[src/rtl/dpc_vsel_pkg.sv]
package dpc_vsel_pkg;

  typedef logic [2:0] sw_code_t;

  localparam int NSEC  = 12;
  localparam int SEC_W = 4;

  // vector number (0..7) to leg state {Sa,Sb,Sc}
  function automatic sw_code_t vec_code(input int unsigned n);
    sw_code_t c;
    case (n)
      1: c = 3'b100;
      2: c = 3'b110;
      3: c = 3'b010;
      4: c = 3'b011;
      5: c = 3'b001;
      6: c = 3'b101;
      7: c = 3'b111;
      default: c = 3'b000;
    endcase
    return c;
  endfunction

  // vector numbers per sector index 0..11, one row per (dp,dq)
  localparam int unsigned ROW_P1Q0 [NSEC] = '{6, 7, 1, 0, 2, 7, 3, 0, 4, 7, 5, 0};
  localparam int unsigned ROW_P1Q1 [NSEC] = '{7, 7, 0, 0, 7, 7, 0, 0, 7, 7, 0, 0};
  localparam int unsigned ROW_P0Q0 [NSEC] = '{6, 1, 1, 2, 2, 3, 3, 4, 4, 5, 5, 6};
  localparam int unsigned ROW_P0Q1 [NSEC] = '{1, 2, 2, 3, 3, 4, 4, 5, 5, 6, 6, 1};

  function automatic sw_code_t pick_vector(input logic dp, input logic dq,
                                           input logic [SEC_W-1:0] idx);
    int unsigned n;
    int unsigned k;
    k = int'(idx);
    if (k >= NSEC) k = 0;
    case ({dp, dq})
      2'b10:   n = ROW_P1Q0[k];
      2'b11:   n = ROW_P1Q1[k];
      2'b00:   n = ROW_P0Q0[k];
      default: n = ROW_P0Q1[k];
    endcase
    return vec_code(n);
  endfunction

endpackage

[src/rtl/dpc_hyst_cmp.sv]
module dpc_hyst_cmp #(
  parameter int W = 16
) (
  input  logic signed [W-1:0] err,
  input  logic signed [W-1:0] band,
  input  logic                cur,
  output logic                nxt
);
  // one extra bit so that -band never overflows
  logic signed [W:0] err_x;
  logic signed [W:0] hi_x;
  logic signed [W:0] lo_x;

  always_comb begin
    err_x = {err[W-1], err};
    hi_x  = {band[W-1], band};
    lo_x  = -hi_x;
    if (err_x > hi_x)
      nxt = 1'b1;
    else if (err_x < lo_x)
      nxt = 1'b0;
    else
      nxt = cur;
  end
endmodule

[src/rtl/dpc_sector_find.sv]
module dpc_sector_find #(
  parameter int W    = 16,
  parameter int FRAC = 12
) (
  input  logic signed [W-1:0]               v_a,
  input  logic signed [W-1:0]               v_b,
  output logic [dpc_vsel_pkg::SEC_W-1:0]    idx
);
  localparam int PW = W + FRAC + 2;
  localparam int unsigned K_LO = $rtoi(0.2679491924 * real'(1 << FRAC) + 0.5);
  localparam int unsigned K_HI = $rtoi(3.7320508076 * real'(1 << FRAC) + 0.5);
  localparam logic [PW-1:0] K_LO_W = PW'(K_LO);
  localparam logic [PW-1:0] K_HI_W = PW'(K_HI);

  logic [W-1:0]  ax, ay;
  logic [PW-1:0] ay_s, lim_lo, lim_hi;
  logic [1:0]    zone;
  logic          neg_a, neg_b;

  always_comb begin
    neg_a  = v_a[W-1];
    neg_b  = v_b[W-1];
    ax     = neg_a ? W'(0 - v_a) : W'(v_a);
    ay     = neg_b ? W'(0 - v_b) : W'(v_b);
    ay_s   = PW'(ay) << FRAC;
    lim_lo = PW'(ax) * K_LO_W;
    lim_hi = PW'(ax) * K_HI_W;
    // folded angle: 0..15, 15..45, 45..75, 75..90 degrees
    if (ay_s <= lim_lo)
      zone = 2'd0;
    else if (ay <= ax)
      zone = 2'd1;
    else if (ay_s <= lim_hi)
      zone = 2'd2;
    else
      zone = 2'd3;
    case ({neg_a, neg_b})
      2'b00: idx = {2'b00, zone};
      2'b10: idx = 4'd6 - {2'b00, zone};
      2'b11: idx = 4'd6 + {2'b00, zone};
      default: idx = (zone == 2'd0) ? 4'd0 : 4'd12 - {2'b00, zone};
    endcase
  end
endmodule

[src/rtl/dpc_vec_lut.sv]
module dpc_vec_lut (
  input  logic                            dp,
  input  logic                            dq,
  input  logic [dpc_vsel_pkg::SEC_W-1:0]  idx,
  output dpc_vsel_pkg::sw_code_t          code
);
  always_comb code = dpc_vsel_pkg::pick_vector(dp, dq, idx);
endmodule

[src/rtl/dpc_vector_sel.sv]
module dpc_vector_sel #(
  parameter int W    = 16,
  parameter int FRAC = 12
) (
  input  logic                              clk,
  input  logic                              rst_n,
  input  logic                              sample_en,
  input  logic signed [W-1:0]               p_err,
  input  logic signed [W-1:0]               q_err,
  input  logic signed [W-1:0]               hp,
  input  logic signed [W-1:0]               hq,
  input  logic signed [W-1:0]               v_alpha,
  input  logic signed [W-1:0]               v_beta,
  output logic [2:0]                        sw_state,
  output logic                              dp_bit,
  output logic                              dq_bit,
  output logic [dpc_vsel_pkg::SEC_W-1:0]    sector
);
  localparam int SW    = dpc_vsel_pkg::SEC_W;
  localparam int NCOMP = 2;

  logic signed [W-1:0] err_a  [NCOMP];
  logic signed [W-1:0] band_a [NCOMP];
  logic [NCOMP-1:0]    bit_q, bit_d;
  logic [SW-1:0]       sec_idx, sec_d, sec_q;
  logic [2:0]          code_d, code_q;

  assign err_a[0]  = p_err;
  assign err_a[1]  = q_err;
  assign band_a[0] = hp;
  assign band_a[1] = hq;

  for (genvar c = 0; c < NCOMP; c++) begin : g_hyst
    dpc_hyst_cmp #(.W(W)) u_cmp (
      .err  (err_a[c]),
      .band (band_a[c]),
      .cur  (bit_q[c]),
      .nxt  (bit_d[c])
    );
  end

  dpc_sector_find #(.W(W), .FRAC(FRAC)) u_sec (
    .v_a (v_alpha),
    .v_b (v_beta),
    .idx (sec_idx)
  );

  dpc_vec_lut u_lut (
    .dp   (bit_d[0]),
    .dq   (bit_d[1]),
    .idx  (sec_idx),
    .code (code_d)
  );

  always_comb sec_d = sec_idx + SW'(1);

  always_ff @(posedge clk or negedge rst_n) begin
    if (!rst_n) begin
      bit_q  <= '0;
      sec_q  <= SW'(1);
      code_q <= 3'b000;
    end else if (sample_en) begin
      bit_q  <= bit_d;
      sec_q  <= sec_d;
      code_q <= code_d;
    end
  end

  assign sw_state = code_q;
  assign dp_bit   = bit_q[0];
  assign dq_bit   = bit_q[1];
  assign sector   = sec_q;
endmodule

[config.mk]
export PLATFORM = sky130hd
export DESIGN_NAME = dpc_vector_sel
export DESIGN_NICKNAME = d
export VERILOG_FILES = /design/src/rtl/dpc_vsel_pkg.sv /design/src/rtl/dpc_hyst_cmp.sv /design/src/rtl/dpc_sector_find.sv /design/src/rtl/dpc_vec_lut.sv /design/src/rtl/dpc_vector_sel.sv
export SDC_FILE = /design/constraint.sdc
export NUM_CORES = 1
export LEC_CHECK = 0
export BUFFER_PORTS_ARGS = -buffer_cell sky130_fd_sc_hd__buf_4
export CAP_MARGIN = 10
export CORE_ASPECT_RATIO = 1.1
export CORE_MARGIN = 2
export CORE_UTILIZATION = 44
export DETAILED_ROUTE_END_ITERATION = 10
export GPL_ROUTABILITY_DRIVEN = 0
export HOLD_SLACK_MARGIN = 0.15
export PLACE_DENSITY = 0.69
export SLEW_MARGIN = 10
export SYNTH_ARGS = -nofsm -noshare
export SYNTH_HDL_FRONTEND = slang
export SYNTH_HIERARCHICAL = 1
export SYNTH_SLANG_ARGS = --single-unit
[constraint.sdc]
create_clock -name clk -period 4.45 [get_ports clk]
set_input_delay 0.445 -clock clk [delete_from_list [all_inputs] [get_ports clk]]
set_output_delay 0.445 -clock clk [all_outputs]
set_load 0.02 [all_outputs]
==> metrics, run 1 <==
maximum clock rate=99.9 MHz; Syn Area/Cell=8.43 um^2; count of different cell masters after synthesis=85; Initial Util=44.9%; flop2flop setup slack=2.26 ns; final setup fails=7; ANT cells=0; Area contributors post-synth=ha_1 (31%), fa_1 (20%), inv_1 (9.9%), xnor2_1 (5.0%), a21oi_1 (3.2%); FF-to-FF End=sw_state[2]; Hold WS=0.492 ns; most common cell in the synthesized netlist=inv_1; Syn Nets=1909; RR Startpoint=bit_q[1]; hold-critical path depth=2; largest net degree at the start of global routing=14; hold worst-path end=sector[0]; Largest delay share family, worst path=adder cells; Post-synth EDFFs=0; share of cells above drive strength 1=28.7%; nature of the critical path endpoint=flip-flop; ys async rst share=100%; Fin Clk Skew=0.00521 ns; Ys Warns=6; failing checks=setup timing; kind of start point of the critical path=input pin; Total GRT Usage=22.8%; CTS Buf Count=3; Pre-Repair DR Iteration Count=5; PnR worst setup slack=-5.56 ns; # DRC=0; worst skew pair latency=0.24 ns; fin crit period=10.01 ns; Slew @ Worst Pin=0.883 ns; gr ovfl total=0; max-slew violations=0; Worst path slowest cell=or4_4; largest area contributor in the netlist=ha_1; worst path arrival time=10.13 ns; Mapped Cells=1402; Yosys top cell area share=30.6%; clock root buffer=clkbuf_16; Buffers on Ports=107; crit path max fanout=4; status=finished with violations; flip-flop and latch count after synthesis=9; Die Span Y=176 um; Hold Violations, Final=0; Site Rows=62; vias per cell=5.17; antenna violations before repair=0; final wirelength=32.9 mm; htree depth=1; Max stage delay on crit path=0.56 ns; die width=160 um; Netlist Area Pre-Place=11800 um^2; WS Path Type=input pin to flip-flop; critical path required time=4.56 ns; Layout area overhead=34.8%; Core Box Area=26300 um^2; routed vias=11200; Critical Path Most Common Cell=fa_1; hold crit path type=flip-flop to flip-flop; Clock transition at path regs=0.04 ns; Max Cap Violations=0; unrepaired setup endpoints after global routing=yes; first-pass GRT wire length=53.0 mm; HP Start=sector[0]; WP buf/inv=9; nets@finish=2315; antenna-violating nets left=0; Iter 0 DRT Violations=520; Clock Sinks=9; CTS Buffer Depth=2; main flop type after synthesis=dfrtp_1; die area=28200 um^2; CTS tree=yes; Detail Placement HPWL=29.1 mm; Slew Limit Headroom=41.0%; most frequent cells after synthesis=inv_1 (312), ha_1 (289), fa_1 (119); sequential area share after synthesis=1.92%; routed length per placed instance=15.2 um; part of the cycle the worst path needs=225%; vias in the first global route=11400; I/O Pins=108; Worst R2R Path Depth=8
-- worst max path at each step --
stage / startpoint / end / slack (ns) / cells past startpoint
final: v_alpha[5] / sw_state[1] / -5.56 / 45
after global routing: v_alpha[5] / sw_state[2] / -5.94 / 44
after CTS: v_alpha[5] / sw_state[1] / -5.42 / 44
after detailed placement: v_alpha[5] / sw_state[2] / -5.89 / 43
after global placement: v_alpha[5] / sw_state[2] / -5.69 / 41
after floorplan: v_alpha[5] / sw_state[2] / -5.49 / 44
-- logic make-up after synthesis --
kind of cell               Yosys count  share of synthesized area, %
muxes                               14                          1.42
and+or+nand+nor                    300                          13.4
xor gates and xnor gates           102                          7.56
DFF                                  9                          1.92
adders and majority gates          408                          50.8
AOI/OAI and AO/OA                  247                          14.3
buffers and inverters              322                          10.6
-- area by class of cell --
class	instances	area (um^2)
Clock buffer	4	78.8
Fill cell	2268	10400
Inverter	313	1180
Multi-Input combinational cell	1071	10900
Sequential cell	9	226
Tap cell	352	440
Timing Repair Buffer	410	3130
-- layout by cell type, fill, tap and decap left out, drive strengths merged, types with 8 or more instances in the layout --
cell type  count
a211oi        12
a21o          39
a21oi         76
and2           9
buf          409
dfrtp          8
fa           119
ha           289
inv          311
nand2         67
nand2b        10
nand3         26
nand4         29
nor2          66
nor2b         10
nor3          19
nor4          10
o21ai         33
o31ai         13
o41ai          8
or3            8
or4            8
xnor2         67
xor2          35
-- per-layer routing --
layer	vias to the layer above	part of all wire, %	GRT usage [%]
li1	5567	-	-
met1	5279	42	27.5
met2	255	50	42.5
met3	71	3.8	1.72
met4	0	3.9	8.45
met5	-	0	0
-- state kept, by name (all words and copies together) (netlist names) --
register,flops
bit_q,2
sector,4
sw_state,3
-- worst reg2reg max path, stage by stage (launching register included) --
cell,delay [ns]
dfrtp_1,0.36
inv_1,0.06
o32ai_1,0.43
inv_1,0.20
a21oi_1,0.35
nor2_1,0.11
a22oi_2,0.21
xnor2_1,0.10
mux2_4,0.26
-- metrics by stage --
| stage | TNS (ns) | cell area, um^2 | setup slack, ns | util (%) | cells |
|---|---|---|---|---|---|
| floorplan | -33.27 | 12100 | -5.49 | - | 1402 |
| global placement | -35.33 | 15400 | -5.69 | 58.5 | 2135 |
| detailed placement | -36.52 | 15400 | -5.89 | 58.5 | 2135 |
| CTS | -33.86 | 15800 | -5.42 | 59.9 | 2151 |
| global route | -37.32 | 15900 | -5.94 | 60.6 | 2159 |
| finish | -34.79 | 15900 | -5.56 | 60.6 | 2159 |
-- repair_timing --
action                                 CTS  global route
gates cloned                             0             0
setup endpoints to repair                7             7
pin swaps                               34            14
buffers inserted                        11             9
endpoints found under the hold margin    8             0
gates resized for setup                 35            24
hold buffers                             1             0
Power of run 1 is not shown: default switching activity piles up to over one toggle a cycle in this logic, so the estimate is an artifact.
==> run 2: changes to the inputs <==
--- a/config.mk
+++ b/config.mk
@@ -5,6 +5,7 @@
 export SDC_FILE = /design/constraint.sdc
 export NUM_CORES = 1
 export LEC_CHECK = 0
+export ABC_AREA = 1
 export BUFFER_PORTS_ARGS = -buffer_cell sky130_fd_sc_hd__buf_4
 export CAP_MARGIN = 10
 export CORE_ASPECT_RATIO = 1.1
==> metrics, run 2 <==
Hold Violations, Final=0 (unchanged); commonest non-fill, non-tap cells in the layout=buf_4 (412), inv_1 (391), nand2_1 (287); Syn Area/Cell=7.31 um^2 (-13%); Netlist Area Pre-Place=12300 um^2 (+4.3%); Max stage delay on crit path=0.53 ns (-0.03 ns); part of the cycle the worst path needs=190% (-35 points); Layout fillers=2451 (+8.1%); PnR worst setup slack=-4.00 ns (+1.56 ns); ys async rst share=100% (unchanged); largest net degree at the start of global routing=14 (unchanged); Worst path slowest cell=fa_1; first-pass GRT wire length=57.7 mm (+8.9%); vias in the first global route=12700 (+11%); Post-synth EDFFs=0 (unchanged); nature of the critical path endpoint=flip-flop; routed vias=12100 (+8.0%); nets@finish=2610 (+13%); vias per cell=4.89 (-5.4%); unrepaired setup endpoints after global routing=yes; fin crit period=8.45 ns (-1.56 ns); largest area contributor in the netlist=ha_1; Yosys top cell area share=29.3% (-1.3 points); sequential area share after synthesis=1.84% (-0.079 points); Initial Util=44.5% (-0.46 points); Slew Limit Headroom=45.4% (+4.4 points); I/O Pins=108 (unchanged); Buffers on Ports=107 (unchanged); ANT cells=0 (unchanged); die area=29400 um^2 (+4.2%); Die Span Y=180 um (+2.1%); worst skew pair latency=0.23 ns (about the same); max-slew violations=0 (unchanged); clock root buffer=clkbuf_16; commonest non-fill, non-tap cell in the layout=buf_4; critical path required time=4.57 ns (about the same); status=finished with violations; antenna violations before repair=0 (unchanged); final wirelength=35.1 mm (+6.8%); Layout area overhead=35.9%; most frequent cells after synthesis=inv_1 (421), nand2_1 (307), ha_1 (289); Clock Sinks=9 (unchanged); Site Rows=64 (+3.2%); WS Path Type=input pin to flip-flop; final setup fails=7 (unchanged); main flop type after synthesis=dfrtp_1; antenna-violating nets left=0 (unchanged); flop2flop setup slack=2.72 ns (+0.46 ns); CTS Buf Count=3 (unchanged); die width=164 um (+2.1%); Cells after DPL=2442 (+14%); gr ovfl total=0 (unchanged); worst path arrival time=8.56 ns (-1.57 ns); Detail Placement HPWL=31.4 mm (+8.0%); Area contributors post-synth=ha_1 (29%), fa_1 (19%), inv_1 (13%), nand2_1 (9.4%), xor2_1 (4.7%); Slew @ Worst Pin=0.816 ns (-0.0667 ns); # DRC=0 (unchanged); routed length per placed instance=14.2 um (-6.4%); crit path max fanout=5 (+1); htree depth=1 (unchanged); CTS tree=yes; Critical Path Most Common Cell=nand2_1; failing checks=setup timing; Syn Nets=2193 (+15%); Core Box Area=27700 um^2 (+5.4%); share of cells above drive strength 1=29.3% (+0.59 points); Iter 0 DRT Violations=488 (-6.2%); Largest register FFs=4 (unchanged); CTS Buffer Depth=2 (unchanged); count of different cell masters after synthesis=54 (-36%); Ys Warns=6 (unchanged); Non-Filler Instances=2465 (+14%); Fin Clk Skew=0.000366 ns (-0.00484 ns); hold crit path type=flip-flop to flip-flop; most common cell in the synthesized netlist=inv_1; kind of start point of the critical path=input pin; Total GRT Usage=24.0% (+1.2 points); maximum clock rate=118 MHz (+19%); Max Cap Violations=0 (unchanged); Pre-Repair DR Iteration Count=5 (unchanged); Mapped Cells=1686 (+20%); flip-flop and latch count after synthesis=9 (unchanged); Clock transition at path regs=0.04 ns (about the same)
[run 2: cell types whose count changed in the layout (fill, tap and decap cells not counted), moves of 23 or more]
cell	delta
a21o_1	-29
inv_1	+92
xnor2_1	-44
nand3_1	+27
nand2_1	+223
nand2_2	+24
xor2_1	+29
nor2_1	+23
[run 2: per-layer routing]
layer	GRT usage [%]	up-vias	wire length, um
met3	1.48	68	1360
met1	29.5	5602	14700
li1	-	6113	-
met5	0	-	0
met4	9.05	0	1630
met2	43.6	281	17400
[run 2: stage by stage]
stage	cell area [um^2]	hold slack, ns	util, %	setup TNS (ns)	setup slack [ns]
floorplan	12600	0.149	-	-24.96	-4.09
global placement	16000	0.272	57.9	-28.43	-4.46
detailed placement	16000	0.276	57.9	-29.63	-4.69
CTS	16600	0.479	59.8	-24.92	-3.99
global route	16800	0.486	60.5	-27.54	-4.42
finish	16800	0.476	60.5	-24.91	-4.00
[run 2: area by class of cell]
cell class | instances | area [um^2] | share of cell area (%)
inverters | 437 | 1690 | 10.1
multi-input cells | 1234 | 11100 | 66.4
flip-flops and latches | 9 | 226 | 1.35
clock buffers | 4 | 78.8 | 0.470
repair buffers | 418 | 3180 | 19.0
well taps | 363 | 454 | 2.71
[run 2: worst max-delay path, delay by kind of cell]
kind / cells / cell delay (ns)
buffers and inverters: 16 / 1.17
AO/OA/AOI/OAI: 4 / 0.67
AND/OR/NAND/NOR: 29 / 2.58
adder cells (fa/ha/maj): 10 / 3.35
XOR/XNOR: 2 / 0.32
[run 2: kinds of logic (layout without fill, tap and decap cells)]
family	after synthesis	after routing	synth area share, %
flip-flops	9	9	1.84
XOR/XNOR	89	89	6.39
AND/OR/NAND/NOR	564	564	21.2
buffers and inverters	443	859	13.7
AO/OA/AOI/OAI	173	173	8.17
adder cells (fa/ha/maj)	408	408	48.7
[run 2: what timing repair did]
action	CTS	global route
setup buffers	19	2
hold buffers	1	0
setup endpoints to repair	7	7
hold endpoints to repair	8	0
pin swaps	72	29
gates resized for setup	71	44
[run 2: worst paths after layout]
path / start / endpoint / cells past startpoint
max in group asynchronous: rst_n / sector[0] / 2
setup reg to reg: bit_q[0] / sw_state[2] / 13
hold / removal: sw_state[0] / sw_state[0] / 2
min in group asynchronous: rst_n / sector[1] / 2
hold reg to reg: sw_state[0] / sw_state[0] / 2
setup / recovery: v_alpha[0] / sw_state[2] / 61
Power of run 2 is left out for the same reason.
==> run 3: changes to the inputs <==
--- a/config.mk
+++ b/config.mk
@@ -15,6 +15,7 @@
 export GPL_ROUTABILITY_DRIVEN = 0
 export HOLD_SLACK_MARGIN = 0.15
 export PLACE_DENSITY = 0.69
+export SKIP_CTS_REPAIR_TIMING = 1
 export SLEW_MARGIN = 10
 export SYNTH_ARGS = -nofsm -noshare
 export SYNTH_HDL_FRONTEND = slang
==> metrics, run 3 (synthesis gave the netlist of run 2 again) <==
maximum clock rate=116 MHz (-2.3%); Worst path slowest cell=fa_1; PnR worst setup slack=-4.20 ns (-0.199 ns); routed vias=12000 (-0.87%); largest net degree at the start of global routing=14 (unchanged); kind of start point of the critical path=input pin; Largest register FFs=4 (unchanged); worst skew pair latency=0.23 ns (about the same); Cells after DPL=2442 (unchanged); share of cells above drive strength 1=28.3% (-0.97 points); CTS tree=yes; Iter 0 DRT Violations=536 (+9.8%); commonest non-fill, non-tap cell in the layout=buf_4; Detail Placement HPWL=31.4 mm (unchanged); nets@finish=2604 (-0.23%); die area=29400 um^2 (unchanged); Non-Filler Instances=2459 (-0.24%); vias in the first global route=12400 (-2.4%); Slew Limit Headroom=47.6% (+2.2 points); Slew @ Worst Pin=0.784 ns (-0.0323 ns); Clock transition at path regs=0.04 ns (about the same); Max stage delay on crit path=0.51 ns (-0.02 ns); failing checks=setup timing; clock root buffer=clkbuf_16; I/O Pins=108 (unchanged); routed length per placed instance=14.2 um (-0.53%); final setup fails=7 (unchanged); Total GRT Usage=23.3% (-0.72 points); Pre-Repair DR Iteration Count=5 (unchanged); antenna-violating nets left=0 (unchanged); antenna violations before repair=0 (unchanged); CTS Buf Count=3 (unchanged); critical path required time=4.57 ns (about the same); Fin Clk Skew=0.000846 ns (+0.000480 ns); WP buf/inv=13 (-3); Initial Util=44.5% (unchanged); Site Rows=64 (unchanged); Layout fillers=2485 (+1.4%); ANT cells=0 (unchanged); Clock Sinks=9 (unchanged); Multi-input gate area=11000 um^2 (-1.1%); # DRC=0 (unchanged); unrepaired setup endpoints after global routing=yes; part of the cycle the worst path needs=194% (+4.5 points); Die Span Y=180 um (unchanged); CTS Buffer Depth=2 (unchanged); Hold Violations, Final=0 (unchanged); htree depth=1 (unchanged); Max Cap Violations=0 (unchanged); first-pass GRT wire length=56.1 mm (-2.8%); WS Path Type=input pin to flip-flop; gr ovfl total=0 (unchanged); worst path arrival time=8.76 ns (+0.20 ns); max-slew violations=0 (unchanged); Layout area overhead=34.6%; commonest non-fill, non-tap cells in the layout=buf_4 (406), inv_1 (397), nand2_1 (290); crit path max fanout=6 (+1); die width=164 um (unchanged); Sequential cell area=226 um^2 (unchanged); Largest delay share family, worst path=adder cells; status=finished with violations; fin crit period=8.65 ns (+0.199 ns); Buffers on Ports=107 (unchanged); vias per cell=4.86 (-0.63%); hold crit path type=flip-flop to flip-flop; Core Box Area=27700 um^2 (unchanged); Placement Setup Slack=-4.69 ns (unchanged); final wirelength=34.8 mm (-0.77%); nature of the critical path endpoint=flip-flop
[run 3: worst register-to-register path: cells and delay by family, from the launching register on]
family	cells	cell delay [ns]
simple gates	12	1.19
flops	1	0.40
buf+inv	1	0.11
[run 3: path summary, 6_finish.rpt]
| check | cells after the start | slack [ns] | to | from |
|---|---|---|---|---|
| worst max-delay path | 59 | -4.20 | sw_state[2] | v_alpha[1] |
| worst min-delay path | 2 | 0.48 | sector[0] | sector[0] |
| worst max register to register | 13 | 2.65 | sw_state[2] | bit_q[0] |
| worst min register to register | 2 | 0.48 | sector[0] | sector[0] |
| max in group asynchronous | 2 | 3.66 | sector[0] | rst_n |
| min in group asynchronous | 2 | 0.57 | sector[1] | rst_n |
[run 3: final cells by class]
type	instances	area share, %
clock buffer	4	0.475
inverter	437	10.2
multi-input combinational	1234	66.4
sequential	9	1.37
tap	363	2.74
timing repair buffer	412	18.9
[run 3: per-stage QoR]
step / setup TNS, ns / hold slack (ns) / utilization [%] / cell area [um^2]
2_1_floorplan: -24.96 / 0.149 / - / 12600
3_3_place_gp: -28.43 / 0.272 / 57.9 / 16000
3_5_place_dp: -29.63 / 0.276 / 57.9 / 16000
4_1_cts: -28.29 / 0.0318 / 58.2 / 16100
5_1_grt: -29.02 / 0.486 / 59.9 / 16600
6_report: -25.98 / 0.479 / 59.9 / 16600
[run 3: layer usage]
layer | global-route usage, % | up-vias | routed length, um
met5 | 0 | - | 0
met4 | 6.42 | 0 | 1070
met2 | 43.0 | 266 | 17700
met3 | 1.75 | 52 | 1320
met1 | 28.9 | 5542 | 14700
li1 | - | 6099 | -
Power of run 3 is left out for the same reason.
